File: config.mk
export PLATFORM = sky130hd
export DESIGN_NAME = port_debounce
export DESIGN_NICKNAME = d
export VERILOG_FILES = /design/src/rtl/pdb_pkg.sv /design/src/rtl/pdb_cfg_regs.sv /design/src/rtl/pdb_pin_filter.sv /design/src/rtl/port_debounce.sv
export SDC_FILE = /design/constraint.sdc
export NUM_CORES = 1
export LEC_CHECK = 0
export ABC_AREA = 1
export BUFFER_PORTS_ARGS = -buffer_cell sky130_fd_sc_hd__buf_2
export CORE_MARGIN = 3
export CORE_UTILIZATION = 45
export CTS_BUF_LIST = sky130_fd_sc_hd__clkbuf_16
export DETAILED_ROUTE_END_ITERATION = 16
export HOLD_SLACK_MARGIN = 0.08
export PLACE_DENSITY = 0.68
export SKIP_CTS_REPAIR_TIMING = 1
export SLEW_MARGIN = 20
export SYNTH_ARGS = -nofsm -noshare
export SYNTH_HDL_FRONTEND = slang
export SYNTH_HIERARCHICAL = 1
export SYNTH_SLANG_ARGS = --single-unit
File: constraint.sdc
create_clock -name clk -period 2.46 [get_ports clk]
set_input_delay 0.246 -clock clk [delete_from_list [all_inputs] [get_ports clk]]
set_output_delay 0.246 -clock clk [all_outputs]
set_load 0.02 [all_outputs]
File: src/rtl/pdb_pkg.sv
package pdb_pkg;
   // Register selector on the configuration port
   typedef enum logic {
      PDB_REG_ENABLE = 1'b0,
      PDB_REG_COUNT  = 1'b1
   } pdb_reg_e;
endpackage

File: src/rtl/pdb_cfg_regs.sv
module pdb_cfg_regs #(
   parameter int PINS  = 8,
   parameter int CNT_W = 8
) (
   input  logic              clk,
   input  logic              rst,
   input  logic              we,
   input  logic              addr,
   input  logic [2*PINS-1:0] wdata,
   output logic [PINS-1:0]   en_q,
   output logic [CNT_W-1:0]  limit_q
);
   import pdb_pkg::*;

   localparam int WD_W = 2 * PINS;

   if (CNT_W > WD_W) begin : g_bad_width
      $error("pdb_cfg_regs: count does not fit in the write word");
   end

   logic wr_en_reg;
   logic wr_cnt_reg;

   assign wr_en_reg  = we && (pdb_reg_e'(addr) == PDB_REG_ENABLE);
   assign wr_cnt_reg = we && (pdb_reg_e'(addr) == PDB_REG_COUNT);

   for (genvar i = 0; i < PINS; i++) begin : g_en_bit
      always_ff @(posedge clk) begin
         if (rst) begin
            en_q[i] <= 1'b0;
         end else if (wr_en_reg && wdata[PINS+i]) begin
            en_q[i] <= wdata[i];
         end
      end
   end

   always_ff @(posedge clk) begin
      if (rst) begin
         limit_q <= '0;
      end else if (wr_cnt_reg) begin
         limit_q <= wdata[CNT_W-1:0];
      end
   end
endmodule

File: src/rtl/pdb_pin_filter.sv
module pdb_pin_filter #(
   parameter int CNT_W = 8
) (
   input  logic             clk,
   input  logic             rst,
   input  logic             tick,
   input  logic             raw,
   input  logic             en,
   input  logic [CNT_W-1:0] limit,
   output logic             flt
);
   localparam int NXT_W = CNT_W + 1;

   if (CNT_W < 1) begin : g_bad_cnt
      $error("pdb_pin_filter: counter width must be at least one");
   end

   logic             flt_q;
   logic             raw_prev;
   logic [CNT_W-1:0] cnt_q;
   logic [NXT_W-1:0] cnt_nxt;
   logic             bypass;
   logic             settled;

   assign bypass  = !en || (limit == '0);
   assign settled = (raw == flt_q) || (raw != raw_prev);
   assign cnt_nxt = {1'b0, cnt_q} + NXT_W'(1);

   always_ff @(posedge clk) begin
      if (rst) begin
         flt_q    <= raw;
         raw_prev <= raw;
         cnt_q    <= '0;
      end else begin
         raw_prev <= raw;
         if (bypass) begin
            flt_q <= raw;
            cnt_q <= '0;
         end else if (settled) begin
            cnt_q <= '0;
         end else if (tick) begin
            if (cnt_nxt >= {1'b0, limit}) begin
               flt_q <= raw;
               cnt_q <= '0;
            end else begin
               cnt_q <= cnt_nxt[CNT_W-1:0];
            end
         end
      end
   end

   assign flt = bypass ? raw : flt_q;
endmodule

File: src/rtl/port_debounce.sv
module port_debounce #(
   parameter int PINS  = 8,
   parameter int CNT_W = 8
) (
   input  logic              clk,
   input  logic              rst,
   input  logic              cfg_we,
   input  logic              cfg_addr,
   input  logic [2*PINS-1:0] cfg_wdata,
   input  logic              ms_tick,
   input  logic [PINS-1:0]   pin_raw,
   output logic [PINS-1:0]   pin_flt
);
   if (PINS < 1) begin : g_bad_pins
      $error("port_debounce: at least one pin is required");
   end

   logic [PINS-1:0]  en_q;
   logic [CNT_W-1:0] limit_q;

   pdb_cfg_regs #(
      .PINS  (PINS),
      .CNT_W (CNT_W)
   ) u_cfg (
      .clk     (clk),
      .rst     (rst),
      .we      (cfg_we),
      .addr    (cfg_addr),
      .wdata   (cfg_wdata),
      .en_q    (en_q),
      .limit_q (limit_q)
   );

   for (genvar p = 0; p < PINS; p++) begin : g_pin
      pdb_pin_filter #(
         .CNT_W (CNT_W)
      ) u_flt (
         .clk   (clk),
         .rst   (rst),
         .tick  (ms_tick),
         .raw   (pin_raw[p]),
         .en    (en_q[p]),
         .limit (limit_q),
         .flt   (pin_flt[p])
      );
   end
endmodule

Word level (Yosys, flattened, before mapping)
Index checks and enable logic that the tools add are counted.
- output and inout port bits: 8
- bits of input ports: 29
- logic and storage cells: 197
- bits in registers: 96
- magnitude comparators: 8
- reductions and logical operators: 67
- add/sub/neg operators: 8
- mux-type cells: 56
- bitwise gates (word level): 1
- equal/unequal tests: 24
- operator list (kind ; number):
    $add 8x1->9 const B ; 8
    $ge 9x8->1 ; 8
    $mux 8 ; 8
    $mux 1 ; 48
    $reduce_bool 3->1 ; 16
    $ne 3x2->1 const B ; 8
    $reduce_and 3->1 ; 8
    $reduce_or 3->1 ; 8
    $logic_or 1x1->1 ; 16
    $logic_and 1x1->1 ; 10
    $eq 1x1->1 ; 8
    $logic_not 1->1 ; 8
    $logic_not 8->1 ; 1
    $ne 1x1->1 ; 8
    $not 1->1 ; 1

Logic depth before layout (Yosys ltp)
Gate-level depths: netlist (run 1).
- depth in word-level cells: 7
- gate-level depth with buffers: 16

Modules after synthesis
Netlist (run 1), hierarchy kept.
- modules (own cells, without submodules) (module ; times used ; seq. area each (sq um) ; area each (sq um) ; cells an instance):
    pdb_pin_filter ; 8 ; 210.2 ; 810.8 ; 129
    pdb_cfg_regs ; 1 ; 320.3 ; 699.4 ; 94

Worst setup path after synthesis (run 1)
Ideal clock, no wire load.
- kind: register to register
- start: register g_pin[0].u_flt.cnt_q[0]
- end: register g_pin[0].u_flt.flt_q (enable)
- data required time: 2.168 ns
- path slack: 0.273 ns
- arrival time: 1.895 ns
- stages on the path, launching flop included: 16
- buffers on the path: 0
- period minus slack after synthesis: 2.187 ns
- cell sequence: dfxtp_1 -> ha_1 -> nand3_1 -> xor2_1 -> inv_1 -> ha_1 -> nand2_1 -> nor2_1 -> nand2_1 -> nand3_1 -> nand2_1 -> nand2_1 -> nand2_1 -> nand2_1 -> nand3_1 -> nand2_1
- word-level cells in the longest chain between the ends: 4
- ends and longest elaborated chain (item ; RTL line ; text):
    start, declared ; pdb_pin_filter.sv:20 ; logic [CNT_W-1:0] cnt_q;
    start signal, assigned ; pdb_pin_filter.sv:46 ; cnt_q <= cnt_nxt[CNT_W-1:0];
    $add 8x1->9 ; pdb_pin_filter.sv:27 ; assign cnt_nxt = {1'b0, cnt_q} + NXT_W'(1);
    $ge 9x8->1 ; pdb_pin_filter.sv:42 ; if (cnt_nxt >= {1'b0, limit}) begin
    $reduce_bool 3->1 (no source line) ; n/a ;
    $reduce_and 3->1 (no source line) ; n/a ;
    end signal, assigned ; pdb_pin_filter.sv:31 ; flt_q <= raw;
    end signal, assigned ; pdb_pin_filter.sv:37 ; flt_q <= raw;
    end signal, assigned ; pdb_pin_filter.sv:43 ; flt_q <= raw;
    end, declared ; pdb_pin_filter.sv:18 ; logic flt_q;
No other way between the ends.
A chain may end at the register's enable or synchronous reset.

Final worst setup path (run 1)
- start: register g_pin[4].u_flt.cnt_q[1]
- end: register g_pin[4].u_flt.flt_q (enable)
- word-level cells in the longest chain between the ends: 4
- ends and longest elaborated chain (item ; RTL line):
    start, declared ; pdb_pin_filter.sv:20
    start signal, assigned ; pdb_pin_filter.sv:46
    $add 8x1->9 ; pdb_pin_filter.sv:27
    $ge 9x8->1 ; pdb_pin_filter.sv:42
    $reduce_bool 3->1 (no source line) ; n/a
    $reduce_and 3->1 (no source line) ; n/a
    end signal, assigned ; pdb_pin_filter.sv:31
    end signal, assigned ; pdb_pin_filter.sv:37
    end signal, assigned ; pdb_pin_filter.sv:43
    end, declared ; pdb_pin_filter.sv:18
No other way between the ends.

==> flow_summary_export.csv, run 1 <==
group,metric,value,unit
run_status,status,"finished, final reports clean",
cts,clk_pin_slew,60,ps
routing,wl,16700,um
cts,cts.path.max_buffers,2,
sta,tns,0,ps
power,switching_share,28.7,%
floorplan,die-area,0.0175,mm2
sta,slew_headroom,44.7,%
global_route,grt_use_total,19.4,%
sta,drv_slew,0,
global_route,grt-ovfl-total,0,
worst_setup_path,arrival,2330,ps
cts,htreeDepth,3,
floorplan,initial_utilization,46.6,%
routing,via_count,6884,
routing,viasPerCell,4.88,
routing,first_pass_iters,5,
worst_setup_path,r2r_slack,210,ps
placed_design,place_hpwl,12100,um
synth,syn-num-nets,1227,
power,p_per_area,424,mW/mm2
job,drv_cap,0,
routing,ant_nets,0,
cts,cts.sinks,96,
synth,yosysSeqAreaShare,27.9,%
worst_setup_path,path_max_fanout,4,
worst_setup_path,r2r-start,"g_pin[4].u_flt/cnt_q[1]",
floorplan,core,0.0154,mm2
global_route,grt_pass1_wl,28300,um
sta,final_hold_viol_count,0,
cells_and_area,area_delta_synth_final,13.5,%
synth,synthXorXnorAreaFrac,3.90,%
cts,cts_root_buf,"clkbuf_16",
worst_setup_path,timing.setup.critical_path_class,"reg -> reg",
routing,route.detailed.drc,0,
power,pwr-share-comb,15.7,%
synth,ys_warn_count,6,
cells_and_area,final_net_count,1297,
power,leakagePower,3.89,nW
power,clkPwrFrac,36.6,%
routing,drt_iter0_markers,360,
synth,synth_mux_area_share,0,%
synth,synthTopCellsByArea,"dfxtp_1 25%, nand2_1 15%, ha_1 13%",
min_path,min_path_type,"in -> reg",
global_route,antenna_found_initial,0,
synth,synth-compound-area-share,9.19,%
synth,netlist_area,0.00719,mm2
synth,yosys.area.top_type,"dfxtp_1",
worst_setup_path,start_kind,"register",
global_route,grt_pass1_vias,6061,
floorplan,die_h,132,um
sta,worst_pin_slew,828,ps
routing,routedWlPerCell,11.8,um
cells_and_area,drive_gt1_share,10.9,%
cts,cts_made_buffers,9,
min_path,hold_end,"u_cfg/en_q[5]",
placed_design,port_buffers,36,
placed_design,dp.cells,1387,
worst_setup_path,reg2reg_depth,14,
floorplan,fp.dieW,132,um
min_path,hold_depth,3,
cts,cts_tree,"done",
cells_and_area,antenna_cells,0,
cts,insertion_delay,360,ps
synth,synth-simple-area-share,34.7,%
power,vdd_drop_max,0.000399,V
power,p_seq_share,47.6,%
floorplan,rows,45,
sta,period_needed,2250,ps
sta,setup_violations,0,
power,internal-power,0.00247,W
floorplan,ios,37,
synth,ys_ff_latch,96,
synth,synth_top_family_by_area,"simple AND/OR/NAND/NOR gates",
min_path,min-delay-start,"cfg_wdata[5]",
worst_setup_path,cp.required,2530,ps
synth,syn-instance-count,1126,
sta,fin_worst_skew,5.55,ps
synth,yosysTopAreaCellShare,24.5,%
global_route,grt_max_degree,22,
sta,finalCritPeriodShare,91.6,%
power,p_sw,0.000991,W
synth,syn_area_per_cell,6.38,um2
placed_design,place_area,0.00776,mm2
worst_setup_path,crit_path_end_kind,"register",
cells_and_area,stdcell_count,1411,
synth,ys_types,20,
worst_setup_path,r2r_end,"g_pin[4].u_flt/flt_q",
cells_and_area,final_area,0.00816,mm2
synth,synth_fa_ha_area_share,12.5,%
placed_design,gp_congestion,0.848,
sta,max_freq,0.444,GHz
synthesized netlist by cell type, drive strengths merged:
master and instances:
buf 2, nand2 297, nor2 160, inv 210, o21ai 24, clkbuf 8, dfxtp 88, nand3 120
a21oi 88, clkinv 1, ha 72, a31oi 8, edfxtp 8, xor2 32, nand4 8
cells in the final DEF, fill, tap and decap left out:
cell,Yosys,final
a21oi_1,88,87
a21oi_2,0,1
a31oi_2,8,8
buf_2,0,36
buf_4,1,25
clkbuf_16,0,9
clkinv_1,0,2
clkinv_2,0,4
clkinv_4,1,1
dfxtp_1,88,81
dfxtp_2,0,7
dlygate4sd3_1,0,8
edfxtp_1,8,8
ha_1,72,72
inv_1,209,209
inv_4,1,1
nand2_1,296,296
nand2_4,1,1
nand3_1,104,102
nand3_2,16,18
nand4_1,8,8
nor2_1,144,144
nor2_2,16,15
nor2_4,0,1
o21ai_0,24,22
o21ai_1,0,2
xor2_1,32,28
xor2_2,0,4
power groups by stage:
stage	Clock [W]	Sequential, W	Combinational [W]
3_5_place_dp	0	0.00168	0.000531
4_1_cts	0.00131	0.00165	0.000534
5_1_grt	0.00138	0.00165	0.000625
3_3_place_gp	0	0.00168	0.000524
6_report	0.00127	0.00165	0.000544
2_1_floorplan	0	0.00167	0.000351
sequential cells by signal, summed over array words and instances (netlist names):
register              cells
g_pin.u_flt/cnt_q        64
g_pin.u_flt/flt_q         8
g_pin.u_flt/raw_prev      8
u_cfg/en_q                8
u_cfg/limit_q             8
final cells by class:
type                       count  area [um2]
clock buffer                   9         225
clock inverter                 6        27.5
fill                        1584        7270
inverter                     211         800
multi-input combinational    809        4380
sequential                    96        2010
tap                          211         264
timing repair buffer          69         448
routing by layer:
metal / GRT usage, % / share of wire (%)
met1: 26.6 / 49
met2: 30.2 / 45
met3: 4.31 / 4.1
met4: 6.24 / 2.2
met5: 0 / 0
stage by stage:
stage | hold WS, ps | power (W) | worst slack (ps) | util (%)
global route | 158 | 0.00366 | -17.0 | 52.9
global placement | 402 | 0.00221 | 187 | 50.3
floorplan | 274 | 0.00202 | 273 | -
CTS | 22.3 | 0.00349 | 140 | 51.9
detailed placement | 403 | 0.00221 | 146 | 50.3
finish | 159 | 0.00346 | 206 | 52.9
critical path, stage by stage, from the launching register on:
cell     delay, ps
dfxtp_1        390
ha_1           200
nand3_1        160
nor2_2         180
xor2_1         210
inv_1           70
ha_1           290
nand2_1         60
inv_1           40
nand2_1         50
nand2_1         50
nand2_1         60
nand2_1         60
nand3_1         60
nand2_1        100
cell families (layout without fill, tap and decap cells):
logic type / Yosys count / in the layout
and+or+nand+nor: 585 / 585
buffers and inverters: 221 / 295
AOI/OAI and AO/OA: 120 / 120
DFF: 96 / 96
adders and majority gates: 72 / 72
xor gates and xnor gates: 32 / 32
worst max-delay path by stage:
stage,depth (start not counted),end,slack (ps),from
floorplan,15,g_pin[0].u_flt/flt_q,270,g_pin[0].u_flt/cnt_q[0]
global placement,14,g_pin[3].u_flt/flt_q,190,g_pin[3].u_flt/cnt_q[0]
detailed placement,15,g_pin[2].u_flt/flt_q,150,g_pin[2].u_flt/cnt_q[0]
CTS,15,g_pin[4].u_flt/flt_q,140,g_pin[4].u_flt/cnt_q[0]
global route,15,g_pin[3].u_flt/flt_q,-20,g_pin[3].u_flt/cnt_q[0]
finish,14,g_pin[4].u_flt/flt_q,210,g_pin[4].u_flt/cnt_q[1]
No activity file was read; power rests on OpenSTA's default activity.
==> run 2: changes to the inputs <==
--- a/config.mk
+++ b/config.mk
@@ -10,6 +10,7 @@
 export CORE_MARGIN = 3
 export CORE_UTILIZATION = 45
 export CTS_BUF_LIST = sky130_fd_sc_hd__clkbuf_16
+export CTS_CLUSTER_SIZE = 12
 export DETAILED_ROUTE_END_ITERATION = 16
 export HOLD_SLACK_MARGIN = 0.08
 export PLACE_DENSITY = 0.68
==> constraint.sdc (replaced) <==
create_clock -name clk -period 2.2 [get_ports clk]
set_input_delay 0.22 -clock clk [delete_from_list [all_inputs] [get_ports clk]]
set_output_delay 0.22 -clock clk [all_outputs]
set_load 0.02 [all_outputs]
==> run 2 against run 1 <==
Via count increased by 3.3%. Combinational power increased by 21%. Sequential power increased by 11%. Clock power increased by 9%. Global-route usage decreased by 0.23 points. Clock skew increased by 0.74 ps. Maximum frequency increased by 6.5%. Count of clock-buffer cells in the layout unchanged. Critical endpoint is now g_pin[1].u_flt/flt_q. Largest power group unchanged.
==> flow_summary_export.csv, run 2 (synthesis gave the netlist of run 1 again) <==
group,metric,value,unit
run_status,status,"finished, final reports clean",
global_route,grtUsageMet3,4.12,%
worst_setup_path,reg2reg_depth,15,
global_route,antenna_found_initial,0,
floorplan,initial_utilization,46.6,%
sta,fin_worst_skew,6.29,ps
cts,cts.path.max_buffers,2,
cts,cts.sinks,96,
cts,htreeDepth,3,
sta,slew_headroom,66.6,%
sta,worst_pin_slew,502,ps
worst_setup_path,cp_slowest_stage_delay,360,ps
cells_and_area,final_cell_mix,"282 x nand2_1, 209 x inv_1, 143 x nor2_1",
cells_and_area,final_net_count,1337,
worst_setup_path,r2r_slack,80,ps
sta,finalCritPeriodShare,96.2,%
placed_design,place_hpwl,12400,um
floorplan,ios,37,
floorplan,rows,45,
routing,route.detailed.drc,0,
cts,clk_pin_slew,70,ps
worst_setup_path,cpLargestDelayFamily,"simple AND/OR/NAND/NOR gates",
cells_and_area,drive_gt1_share,19.7,%
routing,drt_iter0_markers,323,
global_route,top_usage_layer,"met2",
worst_setup_path,path_depth,15,
job,drv_cap,0,
worst_setup_path,endpoint,"g_pin[1].u_flt/flt_q",
worst_setup_path,timing.setup.critical_path_class,"reg -> reg",
global_route,met1_usage,24.8,%
global_route,gr-usage-met2,32.7,%
power,leakagePower,4.11,nW
routing,wl,17800,um
cells_and_area,fillers,1487,
cts,cts_root_buf,"clkbuf_16",
global_route,grt-ovfl-total,0,
cts,insertion_delay,350,ps
global_route,grt_pass1_vias,6264,
power,power.total,0.00388,W
worst_setup_path,path_max_fanout,2,
worst_setup_path,critPathBufInv,1,
cts,cts_tree,"done",
worst_setup_path,start_kind,"register",
cells_and_area,seq_area,0.00204,mm2
floorplan,fp.dieW,132,um
sta,period_needed,2120,ps
placed_design,port_buffers,36,
sta,setup_violations,0,
floorplan,die-area,0.0175,mm2
floorplan,die_h,132,um
worst_setup_path,slowest_stage,"dfxtp_4",
sta,hold_slack,143,ps
routing,routedWlPerCell,12.3,um
routing,ant_nets,0,
cells_and_area,multi_input_comb_area,0.00490,mm2
cells_and_area,area_delta_synth_final,25.8,%
cells_and_area,mostFrequentLayoutCell,"nand2_1",
power,vdd_drop_max,0.000417,V
routing,first_pass_iters,5,
worst_setup_path,arrival,2180,ps
cts,cts_made_buffers,9,
floorplan,core,0.0154,mm2
worst_setup_path,crit_top_cell,"nand2_1",
worst_setup_path,r2r_end,"g_pin[1].u_flt/flt_q",
worst_setup_path,worstPathCellList,"ha_4, nand3_4, xor2_2, inv_2, ha_4, nand2_2, nor2_1, nand2_1, nand3_2, nand2_1, nand2_1, nand2_1, nand2_1, nand3_1, nand2_1",
routing,viasPerCell,4.90,
global_route,grt_pass1_wl,28200,um
routing,via_count,7113,
cells_and_area,antenna_cells,0,
sta,drv_slew,0,
placed_design,gp_congestion,0.851,
cells_and_area,largest-register,"g_pin.u_flt/cnt_q",
worst_setup_path,r2r-start,"g_pin[1].u_flt/cnt_q[1]",
global_route,grt_max_degree,20,
power,p_per_area,429,mW/mm2
sta,max_freq,0.473,GHz
worst_setup_path,cp.required,2270,ps
sta,rsz0062_at_grt,"true",
sta,final_hold_viol_count,0,
worst_setup_path,crit_path_start,"g_pin[1].u_flt/cnt_q[1]",
min_path,min_path_type,"in -> reg",
global_route,grt_use_total,19.1,%
cells_and_area,largest_reg_flops,64,
worst_setup_path,crit_path_end_kind,"register",
==> run 2: cell count changes in the layout (fill, tap and decap cells not counted), sizes merged <==
| cell | delta |
|---|---|
| inv | +5 |
| buf | +40 |
| clkinv | -4 |
==> run 2: area by class of cell <==
class / count / area share (%)
Clock inverter: 7 / 0.291
Clock buffer: 9 / 2.49
Tap cell: 211 / 2.92
Multi-Input combinational cell: 809 / 54.3
Timing Repair Buffer: 109 / 8.61
Sequential cell: 96 / 22.6
Inverter: 211 / 8.85
==> run 2: layer usage <==
layer	vias to the layer above	wire length (um)
li1	3737	-
met1	3233	8180
met2	122	8620
met3	21	750
met4	0	279
met5	-	0
==> run 2: worst min-delay path by stage <==
| stage | start | endpoint | slack, ps | cells past startpoint |
|---|---|---|---|---|
| after global routing | cfg_wdata[5] | u_cfg/en_q[5] | 140 | 3 |
| after CTS | pin_raw[2] | g_pin[2].u_flt/raw_prev | 6 | 1 |
| after global placement | pin_raw[6] | g_pin[6].u_flt/raw_prev | 380 | 1 |
| final | cfg_wdata[4] | u_cfg/en_q[4] | 140 | 3 |
| after floorplan | pin_raw[0] | g_pin[0].u_flt/raw_prev | 250 | 0 |
| after detailed placement | pin_raw[2] | g_pin[2].u_flt/raw_prev | 380 | 1 |
==> run 2: per-stage QoR <==
| stage | cells | TNS [ps] | instance area [um2] | setup slack [ps] | util [%] |
|---|---|---|---|---|---|
| after floorplan | 1126 | 0 | 7190 | 13.1 | - |
| final | 1452 | 0 | 9040 | 84.4 | 58.6 |
| after CTS | 1425 | -150 | 8180 | -67.5 | 53.0 |
| after global routing | 1452 | -530 | 9040 | -74.1 | 58.6 |
| after detailed placement | 1409 | -13.1 | 7930 | -13.1 | 51.4 |
| after global placement | 1409 | -17.7 | 7930 | -17.7 | 51.4 |
==> run 2: where the power goes <==
group | switching [W] | internal, W | total, W | leakage (nW)
clock | 0.000654 | 0.000739 | 0.00139 | 0.141
sequential | 0.0000363 | 0.00180 | 0.00183 | 0.813
combinational | 0.000418 | 0.000239 | 0.000657 | 3.16
total | 0.00111 | 0.00277 | 0.00388 | 4.11
==> run 2: tightest hold or removal path, stage by stage <==
cell and delay, ps:
buf_2 110, nor2_1 50, nor2_1 80
